--- src/rtl/npc_pkg.sv ---
package npc_pkg;

    localparam int unsigned XLEN = 32;
    localparam int unsigned OPW  = 6;
    localparam int unsigned FNW  = 6;
    localparam int unsigned JFW  = 26;

    // Source code for the next program counter
    typedef enum logic [2:0] {
        SRC_SEQ    = 3'd0,
        SRC_BRANCH = 3'd1,
        SRC_JUMP   = 3'd2,
        SRC_REG    = 3'd3,
        SRC_EXC    = 3'd4
    } pc_src_e;

    localparam logic [OPW-1:0] OPC_SPECIAL = 6'b000000;
    localparam logic [OPW-1:0] OPC_BNE     = 6'b000100;
    localparam logic [OPW-1:0] OPC_JMP     = 6'b000010;
    localparam logic [OPW-1:0] OPC_JMPLNK  = 6'b000011;
    localparam logic [FNW-1:0] FN_REGJUMP  = 6'b001000;

    // All candidate addresses for one cycle
    typedef struct packed {
        logic [XLEN-1:0] seq;
        logic [XLEN-1:0] branch;
        logic [XLEN-1:0] jump;
        logic [XLEN-1:0] regtgt;
        logic [XLEN-1:0] vector;
    } tgt_set_t;

    function automatic logic is_region_jump(input logic [OPW-1:0] op);
        return (op == OPC_JMP) || (op == OPC_JMPLNK);
    endfunction

    function automatic logic is_reg_jump(input logic [OPW-1:0] op,
                                         input logic [FNW-1:0] fn);
        return (op == OPC_SPECIAL) && (fn == FN_REGJUMP);
    endfunction

endpackage

--- src/rtl/npc_decode.sv ---
module npc_decode
    import npc_pkg::*;
(
    input  logic [OPW-1:0] opcode,
    input  logic [FNW-1:0] funct,
    input  logic           alu_zero,
    input  logic           exc_req,
    output pc_src_e        src
);

    logic take_branch;

    assign take_branch = (opcode == OPC_BNE) && !alu_zero;

    // Exception first, then the instruction-driven sources
    always_comb begin
        if (exc_req) begin
            src = SRC_EXC;
        end else if (is_reg_jump(opcode, funct)) begin
            src = SRC_REG;
        end else if (is_region_jump(opcode)) begin
            src = SRC_JUMP;
        end else if (take_branch) begin
            src = SRC_BRANCH;
        end else begin
            src = SRC_SEQ;
        end
    end

endmodule

--- src/rtl/npc_targets.sv ---
module npc_targets
    import npc_pkg::*;
#(
    parameter int unsigned     INSTR_BYTES = 4,
    parameter logic [XLEN-1:0] EXC_VEC     = 32'h8000_0000
) (
    input  logic [XLEN-1:0] pc,
    input  logic [JFW-1:0]  jump_field,
    input  logic [XLEN-1:0] offset_ext,
    input  logic [XLEN-1:0] rs_value,
    output tgt_set_t        tgt
);

    localparam int unsigned ALIGN_BITS = $clog2(INSTR_BYTES);
    localparam int unsigned KEEP_BITS  = XLEN - JFW - ALIGN_BITS;

    logic [XLEN-1:0] seq_addr;
    logic [XLEN-1:0] offset_bytes;

    assign seq_addr     = pc + XLEN'(INSTR_BYTES);
    assign offset_bytes = offset_ext << ALIGN_BITS;

    always_comb begin
        tgt.seq    = seq_addr;
        // Branch adder, separate from the main ALU
        tgt.branch = seq_addr + offset_bytes;
        tgt.jump   = {pc[XLEN-1 -: KEEP_BITS], jump_field, {ALIGN_BITS{1'b0}}};
        tgt.regtgt = rs_value;
        tgt.vector = EXC_VEC;
    end

endmodule

--- src/rtl/npc_select.sv ---
module npc_select
    import npc_pkg::*;
(
    input  pc_src_e         src,
    input  tgt_set_t        tgt,
    output logic [XLEN-1:0] next_pc
);

    always_comb begin
        unique case (src)
            SRC_BRANCH: next_pc = tgt.branch;
            SRC_JUMP:   next_pc = tgt.jump;
            SRC_REG:    next_pc = tgt.regtgt;
            SRC_EXC:    next_pc = tgt.vector;
            default:    next_pc = tgt.seq;
        endcase
    end

endmodule

--- src/rtl/npc_unit.sv ---
module npc_unit
    import npc_pkg::*;
#(
    parameter logic [XLEN-1:0] RESET_PC    = 32'h0000_0000,
    parameter logic [XLEN-1:0] EXC_VEC     = 32'h8000_0000,
    parameter int unsigned     INSTR_BYTES = 4
) (
    input  logic            clk,
    input  logic            rst,
    input  logic [5:0]      opcode,
    input  logic [5:0]      funct,
    input  logic [25:0]     jump_field,
    input  logic [31:0]     offset_ext,
    input  logic [31:0]     rs_value,
    input  logic            alu_zero,
    input  logic            exc_req,
    output logic [31:0]     pc,
    output logic [31:0]     pc_plus4
);

    pc_src_e         src;
    tgt_set_t        tgt;
    logic [XLEN-1:0] next_pc;
    logic [XLEN-1:0] pc_q;

    npc_decode u_decode (
        .opcode   (opcode),
        .funct    (funct),
        .alu_zero (alu_zero),
        .exc_req  (exc_req),
        .src      (src)
    );

    npc_targets #(
        .INSTR_BYTES (INSTR_BYTES),
        .EXC_VEC     (EXC_VEC)
    ) u_targets (
        .pc         (pc_q),
        .jump_field (jump_field),
        .offset_ext (offset_ext),
        .rs_value   (rs_value),
        .tgt        (tgt)
    );

    npc_select u_select (
        .src     (src),
        .tgt     (tgt),
        .next_pc (next_pc)
    );

    always_ff @(posedge clk) begin
        if (rst) begin
            pc_q <= RESET_PC;
        end else begin
            pc_q <= next_pc;
        end
    end

    assign pc       = pc_q;
    assign pc_plus4 = tgt.seq;

endmodule

--- config.mk ---
export PLATFORM = sky130hd
export DESIGN_NAME = npc_unit
export DESIGN_NICKNAME = d
export VERILOG_FILES = /design/src/rtl/npc_pkg.sv /design/src/rtl/npc_decode.sv /design/src/rtl/npc_targets.sv /design/src/rtl/npc_select.sv /design/src/rtl/npc_unit.sv
export SDC_FILE = /design/constraint.sdc
export NUM_CORES = 1
export LEC_CHECK = 0
export BUFFER_PORTS_ARGS = -buffer_cell sky130_fd_sc_hd__buf_2
export CORE_MARGIN = 2
export CORE_UTILIZATION = 35
export CTS_CLUSTER_DIAMETER = 60
export DETAILED_ROUTE_END_ITERATION = 7
export GPL_ROUTABILITY_DRIVEN = 0
export PLACE_DENSITY = 0.64
export SETUP_SLACK_MARGIN = 0.05
export SLEW_MARGIN = 25
export SYNTH_ARGS = -nofsm -noshare
export SYNTH_HDL_FRONTEND = slang
export SYNTH_SLANG_ARGS = --single-unit
--- constraint.sdc ---
create_clock -name clk -period 4.4 [get_ports clk]
set_clock_uncertainty 0.2 [all_clocks]
set_input_delay 0.88 -clock clk [delete_from_list [all_inputs] [get_ports clk]]
set_output_delay 0.88 -clock clk [all_outputs]
set_load 0.005 [all_outputs]
==> results of run 1 <==
==> placed cells by master (no fill, tap or decap), types with 7 or more instances in the layout <==
cell type,instances
clkbuf_8,7
a22o_1,7
xnor2_1,31
nor3_1,9
o21bai_1,9
o21ai_0,22
a22oi_1,10
inv_1,16
xor2_1,18
nand4_1,8
a31oi_1,7
a221oi_1,14
ha_1,30
a21oi_1,41
a21o_1,13
nand3_1,18
and3_1,8
buf_2,167
nand2_1,45
dfxtp_1,31
nor2_1,51
buf_4,29
==> cell families (layout without fill, tap and decap cells) <==
group                      count (synthesis)  in the layout  share of synthesized area, %
DFF                                       32             32                          17.8
xor gates and xnor gates                  52             52                          13.2
and+or+nand+nor                          171            171                          22.3
muxes                                      2              2                         0.591
AOI/OAI and AO/OA                        162            162                          30.5
adders and majority gates                 32             32                          11.3
buffers and inverters                     39            220                          4.31
==> layer usage <==
| layer | GRT usage, % | wire length (um) |
|---|---|---|
| met4 | 7.24 | 352 |
| met5 | 0 | 0 |
| met3 | 4.21 | 1200 |
| met2 | 41.0 | 6370 |
| met1 | 30.2 | 5790 |
==> where the power goes <==
| part | switching (mW) | internal (mW) | total (mW) | leakage (nW) |
|---|---|---|---|---|
| registers | 0.0108 | 0.299 | 0.310 | 0.261 |
| clock network | 0.123 | 0.200 | 0.323 | 0.0645 |
| logic | 0.153 | 0.133 | 0.286 | 2.11 |
| total | 0.286 | 0.632 | 0.919 | 2.43 |
==> path summary, 6_finish.rpt <==
| kind | from | endpoint |
|---|---|---|
| max | pc[15]$_SDFF_PP0_ | pc[31]$_SDFFE_PP0P_ |
| min | pc[2]$_SDFF_PP0_ | pc[2]$_SDFF_PP0_ |
| max reg2reg | pc[15]$_SDFF_PP0_ | pc[31]$_SDFFE_PP0P_ |
| min reg2reg | pc[2]$_SDFF_PP0_ | pc[2]$_SDFF_PP0_ |
==> stage by stage <==
stage               hold WS [ns]  instance area, um2  setup TNS (ns)  util (%)
floorplan                  0.292                3600               0         -
global placement           0.292                4720               0      46.6
detailed placement         0.302                4720               0      46.6
CTS                        0.312                4850               0      47.8
global route               0.333                4910        -0.00691      48.5
finish                     0.305                4910               0      48.5
==> final cells by class <==
cell class                      count  area (um2)
Clock inverter                      1        30.0
Timing Repair Buffer              196        1050
Clock buffer                        7        96.3
Fill cell                        1034        5220
Tap cell                          136         170
Sequential cell                    32         642
Inverter                           16        60.1
Multi-Input combinational cell    419        2860
==> timing repair <==
action	in CTS	in global routing
buffers inserted	0	1
resized for setup	0	12
endpoints found under the setup margin	0	3
==> flow_summary_export.csv, run 1 <==
group,metric,value,unit
die,dieArea,11100,um2
setup_path,crit_arrival,4.13,ns
setup_path,cpMaxStageDelayCell,"dfxtp_1",
die,start_util,35.5,%
clock_network,clock_path_buffers,2,
setup_path,end_kind,"register",
clock_network,cts_buffers,5,
route,drc_errors,0,
logic_synthesis,yosysMostFrequentCell,"nor2_1",
clock_network,clkLatencyLatePin,0.29,ns
setup_path,crit_family,"simple AND/OR/NAND/NOR gates",
setup_path,startpoint_type,"register",
route,first_iter_violations,202,
power,power.total,0.919,mW
timing,post-route-min-period,4.19,ns
route,drt_wl_total,13700,um
timing,finalSetupViolCount,0,
timing,worst_slew_pin_slew,0.794,ns
placement,pre_cts_ws,0.148,ns
setup_path,cp_num_buf_inv,0,
logic_synthesis,synth_area,3600,um2
timing,rsz0062_at_grt,"yes",
logic_synthesis,yosys-top-cells-count,"nor2_1 (55), nand2_1 (45), a21oi_1 (42)",
logic_synthesis,synth_edf_count,0,
power,pwr_density_cell,187,nW/um2
logic_synthesis,ys_seq_area_share,17.8,%
timing,fmax,239,MHz
run,maxCapViolCount,0,
setup_path,cp_num_cells,16,
setup_path,rr_worst_depth,16,
logic_synthesis,netlist_instances,490,
logic_synthesis,syn_nets,628,
hold_path,hold_depth,1,
global_route,grtUsageTotal,23.8,%
die,die_w,105,um
layout,drive_gt1_share,33.1,%
global_route,grt_start_max_net_pins,33,
route,first_pass_iters,5,
setup_path,r2r_slack,0.21,ns
clock_network,cts_root_buf,"clkbuf_8",
hold_path,hold_class,"register to register",
timing,final-hold-violation-count,0,
logic_synthesis,synth_top_area_share,17.8,%
logic_synthesis,ys_types,52,
setup_path,critPathMaxFanout,6,
layout,antenna_cells,0,
setup_path,worstPathRequired,4.35,ns
logic_synthesis,synth_flop_cell,"dfxtp_1",
logic_synthesis,yosys_warnings,0,
setup_path,max_stage_delay,0.43,ns
timing,setup_ws,0.212,ns
setup_path,crit_top_cell,"xor2_1",
logic_synthesis,synth_area_leaders,"dfxtp_1 (18%), ha_1 (11%), xnor2_1 (8.0%)",
placement,dp.cells,798,
global_route,grt_pass1_wl,21300,um
layout,largest_register_ffs,32,
global_route,grt_overflow,0,
logic_synthesis,yosys_register_bits,32,
power,cellLeakagePower,2.43,nW
logic_synthesis,syn_area_per_cell,7.34,um2
clock_network,cts_max_level,2,
logic_synthesis,yosys.area.top_type,"dfxtp_1",
die,die_h,105,um
global_route,grt_pass1_vias,4303,
global_route,antenna_found_initial,0,
clock_network,ctsHoldBuffers,0,
route,antenna_left,0,
die,rows,37,
route,via_per_inst,5.54,
clock_network,cts.sinks,32,
timing,fin_crit_sh,95.2,%
clock_network,cts_tree,"done",
layout,syn_to_final_growth,36.7,%
layout,fin_nets,808,
die,pin_count,170,
clock_network,clk_pin_slew_worst_paths,0.08,ns
logic_synthesis,async_flop_share,0,%
outcome,status,"finished, final reports clean",
placement,dp_hpwl,10900,um
layout,final_cells,807,
setup_path,worst-setup-path-type,"register to register",
placement,port_buffers,167,
timing,slew_viol_final,0,
timing,max_slew_margin,46.9,%
die,core_area,10100,um2
setup_path,crit_chain,"and4_1 > and3_1 > nand3_1 > or2_2 > nor2_2 > xor2_1 > ha_4 > a21oi_2 > o21ai_0 > a221o_1 > a21o_1 > a221oi_2 > xor2_1 > nor2_1 > xnor2_1 > a21oi_1",
route,wl_per_cell,17.0,um
route,vias,4467,
power,ir_drop,0.125,mV
Power figures use the tool's default switching activity.
==> run 2, diff against run 1 <==
==> constraint.sdc (replaced) <==
create_clock -name clk -period 4.4 [get_ports clk]
set_clock_uncertainty 0.2 [all_clocks]
set_input_delay 0.44 -clock clk [delete_from_list [all_inputs] [get_ports clk]]
set_output_delay 0.44 -clock clk [all_outputs]
set_load 0.005 [all_outputs]
==> flow_summary_export.csv, run 2 (synthesized netlist as in run 1, its figures left out) <==
group,metric,value,unit
outcome,status,"finished, final reports clean",
power,p_int,0.598,mW
placement,place_area,4700,um2
global_route,grt_start_max_net_pins,33,
layout,utilization,47.7,%
setup_path,rr_worst_depth,16,
global_route,antenna_found_initial,0,
timing,rsz0062_at_grt,"yes",
clock_network,cts_buffers,5,
hold_path,hold_class,"input port to register",
layout,multi_input_area,2830,um2
die,core_area,10100,um2
global_route,grt_pass1_vias,4162,
timing,finalSetupViolCount,0,
timing,fmax,243,MHz
setup_path,crit_end,"pc[31]$_SDFFE_PP0P_",
placement,pre_cts_ws,0.163,ns
clock_network,clock_path_buffers,2,
die,dieArea,11100,um2
route,wl_per_cell,16.6,um
layout,regArea,642,um2
route,vias,4385,
route,via_per_inst,5.46,
power,p_comb_share,31.9,%
clock_network,ctsHoldBuffers,0,
timing,slew_viol_final,0,
layout,largest_register_ffs,32,
die,start_util,35.5,%
power,ir_drop,0.146,mV
clock_network,cts_tree,"done",
setup_path,worstPathRequired,4.35,ns
setup_path,critPathMaxFanout,6,
layout,fin_nets,804,
timing,fin_crit_sh,93.3,%
power,cellLeakagePower,2.39,nW
route,drc_errors,0,
placement,dp.cells,795,
timing,max_slew_margin,54.0,%
layout,syn_to_final_growth,34.5,%
timing,setup_ws,0.293,ns
route,first_pass_iters,5,
timing,final-hold-violation-count,0,
layout,antenna_cells,0,
clock_network,clkLatencyLatePin,0.28,ns
layout,mostFrequentLayoutCells,"buf_2 (167), nor2_1 (52), nand2_1 (45)",
setup_path,startpoint_type,"register",
layout,nFillCells,1054,
setup_path,end_kind,"register",
setup_path,worstSetupStartpoint,"pc[15]$_SDFF_PP0_",
setup_path,r2r-end,"pc[31]$_SDFFE_PP0P_",
clock_network,cts_root_buf,"clkbuf_8",
layout,finalInstanceArea,4840,um2
global_route,grt_pass1_wl,20700,um
power,power_frac_clock,32.9,%
die,die_w,105,um
timing,post-route-min-period,4.11,ns
die,die_h,105,um
route,drt_wl_total,13300,um
timing,setup_tns,0,ns
clock_network,cts_max_level,2,
layout,final_cells,803,
clock_network,cts.sinks,32,
run,maxCapViolCount,0,
power,switching_share,32.0,%
die,rows,37,
layout,final_common_cell,"buf_2",
layout,drive_gt1_share,31.6,%
setup_path,worst-setup-path-type,"register to register",
global_route,grtUsageTotal,23.3,%
placement,dp_hpwl,10700,um
route,first_iter_violations,222,
power,seq_power_share,35.2,%
power,netSwitchingPower,0.282,mW
timing,holdWs,0.189,ns
setup_path,r2r_slack,0.29,ns
timing,worst_slew_pin_slew,0.688,ns
placement,port_buffers,167,
power,power.total,0.880,mW
power,pwr_density_cell,182,nW/um2
route,antenna_left,0,
global_route,grt_overflow,0,
setup_path,crit_arrival,4.06,ns
setup_path,timing.rr.start,"pc[15]$_SDFF_PP0_",
clock_network,clk_pin_slew_worst_paths,0.07,ns
die,pin_count,170,
## run 2: changes by cell type in the layout (fill, tap and decap cells not counted), sizes merged
| cell | previous run | this run |
|---|---|---|
| clkinv | 0 | 1 |
| clkbuf | 7 | 6 |
| buf | 196 | 192 |
## run 2: what timing repair did
action / CTS / global route
setup endpoints to repair: 0 / 3
gates resized for setup: 0 / 5
buffers inserted: 0 / 0
## run 2: layer usage
layer  wire length [um]  global-route usage, %  share of wire [%]  up-vias
met5                  0                      0                  0        -
met4                263                   5.71                2.0        0
met3               1060                   3.83                7.9       18
met2               6180                   40.0                 46      186
met1               5810                   30.3                 44     2006
li1                   -                      -                  -     2175
## run 2: area by class of cell
class	instances	area share, %
multi-input cells	419	58.6
repair buffers	192	21.2
flip-flops and latches	32	13.3
well taps	136	3.52
clock buffers	6	1.50
inverters	16	1.24
clock inverters	2	0.724
## run 2: power by group through the flow
stage | Combinational (mW) | Sequential (mW) | Clock, mW
after floorplan | 0.157 | 0.316 | 0
after global placement | 0.272 | 0.316 | 0
after detailed placement | 0.277 | 0.316 | 0
after CTS | 0.278 | 0.309 | 0.297
after global routing | 0.311 | 0.311 | 0.308
final | 0.281 | 0.310 | 0.289
## run 2: critical path, cell delays in order (launching register included)
cell and delay (ns):
dfxtp_1 0.45, and4_1 0.26, and3_1 0.23, nand3_1 0.19, or2_2 0.39, inv_1 0.09, nand2_1 0.07, xnor2_1 0.23
ha_1 0.34, and3_1 0.24, a221o_1 0.36, a21o_1 0.19, a221oi_4 0.30, xor2_1 0.16, nor2_1 0.06, xnor2_1 0.13
a21oi_1 0.08
## run 2: worst min path at each step
stage                                     end                start  cells after the start  slack [ns]
after floorplan           pc[30]$_SDFFE_PP0P_  pc[30]$_SDFFE_PP0P_                      2        0.29
after global placement    pc[30]$_SDFFE_PP0P_  pc[30]$_SDFFE_PP0P_                      2        0.29
after detailed placement  pc[30]$_SDFFE_PP0P_  pc[30]$_SDFFE_PP0P_                      2        0.30
after CTS                  pc[1]$_SDFFE_PP0P_          rs_value[1]                      3        0.19
after global routing       pc[1]$_SDFFE_PP0P_          rs_value[1]                      3        0.19
final                      pc[1]$_SDFFE_PP0P_          rs_value[1]                      3        0.19
==> run 3, diff against run 2 <==
- BUFFER_PORTS_ARGS: -buffer_cell sky130_fd_sc_hd__buf_2 -> -buffer_cell sky130_fd_sc_hd__clkbuf_2
==> flow_summary_export.csv, run 3 (synthesized netlist as in run 1, its figures left out) <==
group,metric,value,unit
outcome,status,"finished, final reports clean",
die,dieArea,11100,um2
layout,multi_input_area,2860,um2
power,cellLeakagePower,2.39,nW
setup_path,worst-setup-path-type,"register to register",
setup_path,startpoint_type,"register",
clock_network,cts_buffers,5,
route,first_pass_iters,5,
global_route,antenna_found_initial,0,
setup_path,worstPathRequired,4.35,ns
setup_path,crit_family,"simple AND/OR/NAND/NOR gates",
timing,holdWs,0.187,ns
timing,fin_crit_sh,93.6,%
route,wl_per_cell,16.8,um
power,pwr_density_cell,176,nW/um2
global_route,grt_start_max_net_pins,33,
timing,setup_tns,0,ns
timing,max_slew_margin,47.9,%
power,p_comb_share,33.0,%
layout,final_cells,805,
setup_path,end_kind,"register",
setup_path,max_stage_delay,0.41,ns
clock_network,cts_max_level,2,
clock_network,clkLatencyLatePin,0.29,ns
route,first_iter_violations,200,
clock_network,clk_pin_slew_worst_paths,0.08,ns
layout,drive_gt1_share,33.2,%
route,antenna_left,0,
clock_network,cts_tree,"done",
global_route,grt_pass1_wl,21400,um
hold_path,hold_class,"input port to register",
route,drt_wl_total,13500,um
power,ir_drop,0.0939,mV
timing,slew_viol_final,0,
setup_path,worstSetupStartpoint,"pc[7]$_SDFF_PP0_",
placement,dp.cells,795,
layout,antenna_cells,0,
timing,setup_ws,0.282,ns
clock_network,ctsHoldBuffers,0,
timing,finalSetupViolCount,0,
layout,final_common_cell,"clkbuf_2",
clock_network,cts.sinks,32,
layout,mostFrequentLayoutCells,"clkbuf_2 (167), nor2_1 (52), nand2_1 (45)",
route,vias,4390,
layout,syn_to_final_growth,35.6,%
die,die_w,105,um
placement,place_area,4700,um2
placement,port_buffers,167,
timing,post-route-min-period,4.12,ns
power,netSwitchingPower,0.287,mW
layout,fin_nets,807,
layout,regArea,643,um2
die,die_h,105,um
power,p_int,0.571,mW
setup_path,critPathMaxFanout,4,
die,start_util,35.5,%
global_route,grt_pass1_vias,4293,
timing,rsz0062_at_grt,"no",
clock_network,cts_root_buf,"clkbuf_8",
power,power.total,0.858,mW
setup_path,cp_num_buf_inv,4,
setup_path,timing.rr.start,"pc[7]$_SDFF_PP0_",
power,seq_power_share,36.3,%
power,switching_share,33.5,%
timing,final-hold-violation-count,0,
run,maxCapViolCount,0,
setup_path,cpMaxStageDelayCell,"or3_1",
route,via_per_inst,5.45,
timing,fmax,243,MHz
global_route,grtUsageTotal,24.0,%
route,drc_errors,0,
power,power_frac_clock,30.7,%
setup_path,crit_chain,"nand4_1 > or2_0 > or3_1 > buf_4 > nor2_1 > nand3_1 > xnor2_2 > ha_1 > inv_1 > o21bai_1 > a21oi_2 > o31ai_1 > a31oi_1 > buf_4 > buf_4 > xnor2_1 > a222oi_1 > a21oi_1",
timing,worst_slew_pin_slew,0.781,ns
layout,largest_register_ffs,32,
die,rows,37,
layout,finalInstanceArea,4880,um2
setup_path,crit_top_cell,"buf_4",
die,pin_count,170,
placement,dp_hpwl,10700,um
die,core_area,10100,um2
hold_path,min-delay-start,"rs_value[0]",
clock_network,clock_path_buffers,2,
setup_path,crit_arrival,4.07,ns
placement,pre_cts_ws,0.195,ns
global_route,grt_overflow,0,
layout,utilization,48.1,%
layout,nFillCells,1060,
==> run 3: final timing paths <==
path	endpoint	slack, ns	depth (start not counted)
max	pc[21]$_SDFF_PP0_	0.28	18
min reg2reg	pc[30]$_SDFFE_PP0P_	0.31	2
max reg2reg	pc[21]$_SDFF_PP0_	0.28	18
min	pc[0]$_SDFFE_PP0P_	0.19	3
==> run 3: worst register-to-register path, cell delays in order, from the launching register on <==
cell,delay (ns)
dfxtp_1,0.38
nand4_1,0.18
or2_0,0.30
or3_1,0.41
buf_4,0.18
nor2_1,0.17
nand3_1,0.15
xnor2_2,0.23
ha_1,0.29
inv_1,0.11
o21bai_1,0.10
a21oi_2,0.19
o31ai_1,0.09
a31oi_1,0.26
buf_4,0.16
buf_4,0.10
xnor2_1,0.06
a222oi_1,0.31
a21oi_1,0.10
==> run 3: area by class of cell <==
| type | instances | share of cell area (%) |
|---|---|---|
| repair buffers | 195 | 21.5 |
| clock buffers | 7 | 1.98 |
| inverters | 16 | 1.23 |
| well taps | 136 | 3.49 |
| flip-flops and latches | 32 | 13.2 |
| multi-input cells | 419 | 58.7 |
==> run 3: layer usage <==
metal / track usage [%] / vias up / routed length, um
met2: 41.4 / 194 / 6350
met5: 0 / - / 0
met1: 30.7 / 1994 / 5890
met3: 3.96 / 21 / 987
li1: - / 2181 / -
met4: 6.57 / 0 / 256
==> run 3: what timing repair did <==
item	in CTS	in global routing
setup endpoints to repair	0	5
gates resized for setup	0	13
setup buffers	0	3
==> run 3: power by group through the flow <==
stage / Clock (mW) / Sequential, mW / Combinational (mW)
3_5_place_dp: 0 / 0.317 / 0.276
5_1_grt: 0.279 / 0.313 / 0.312
6_report: 0.264 / 0.311 / 0.283
2_1_floorplan: 0 / 0.316 / 0.157
3_3_place_gp: 0 / 0.316 / 0.272
4_1_cts: 0.267 / 0.310 / 0.277
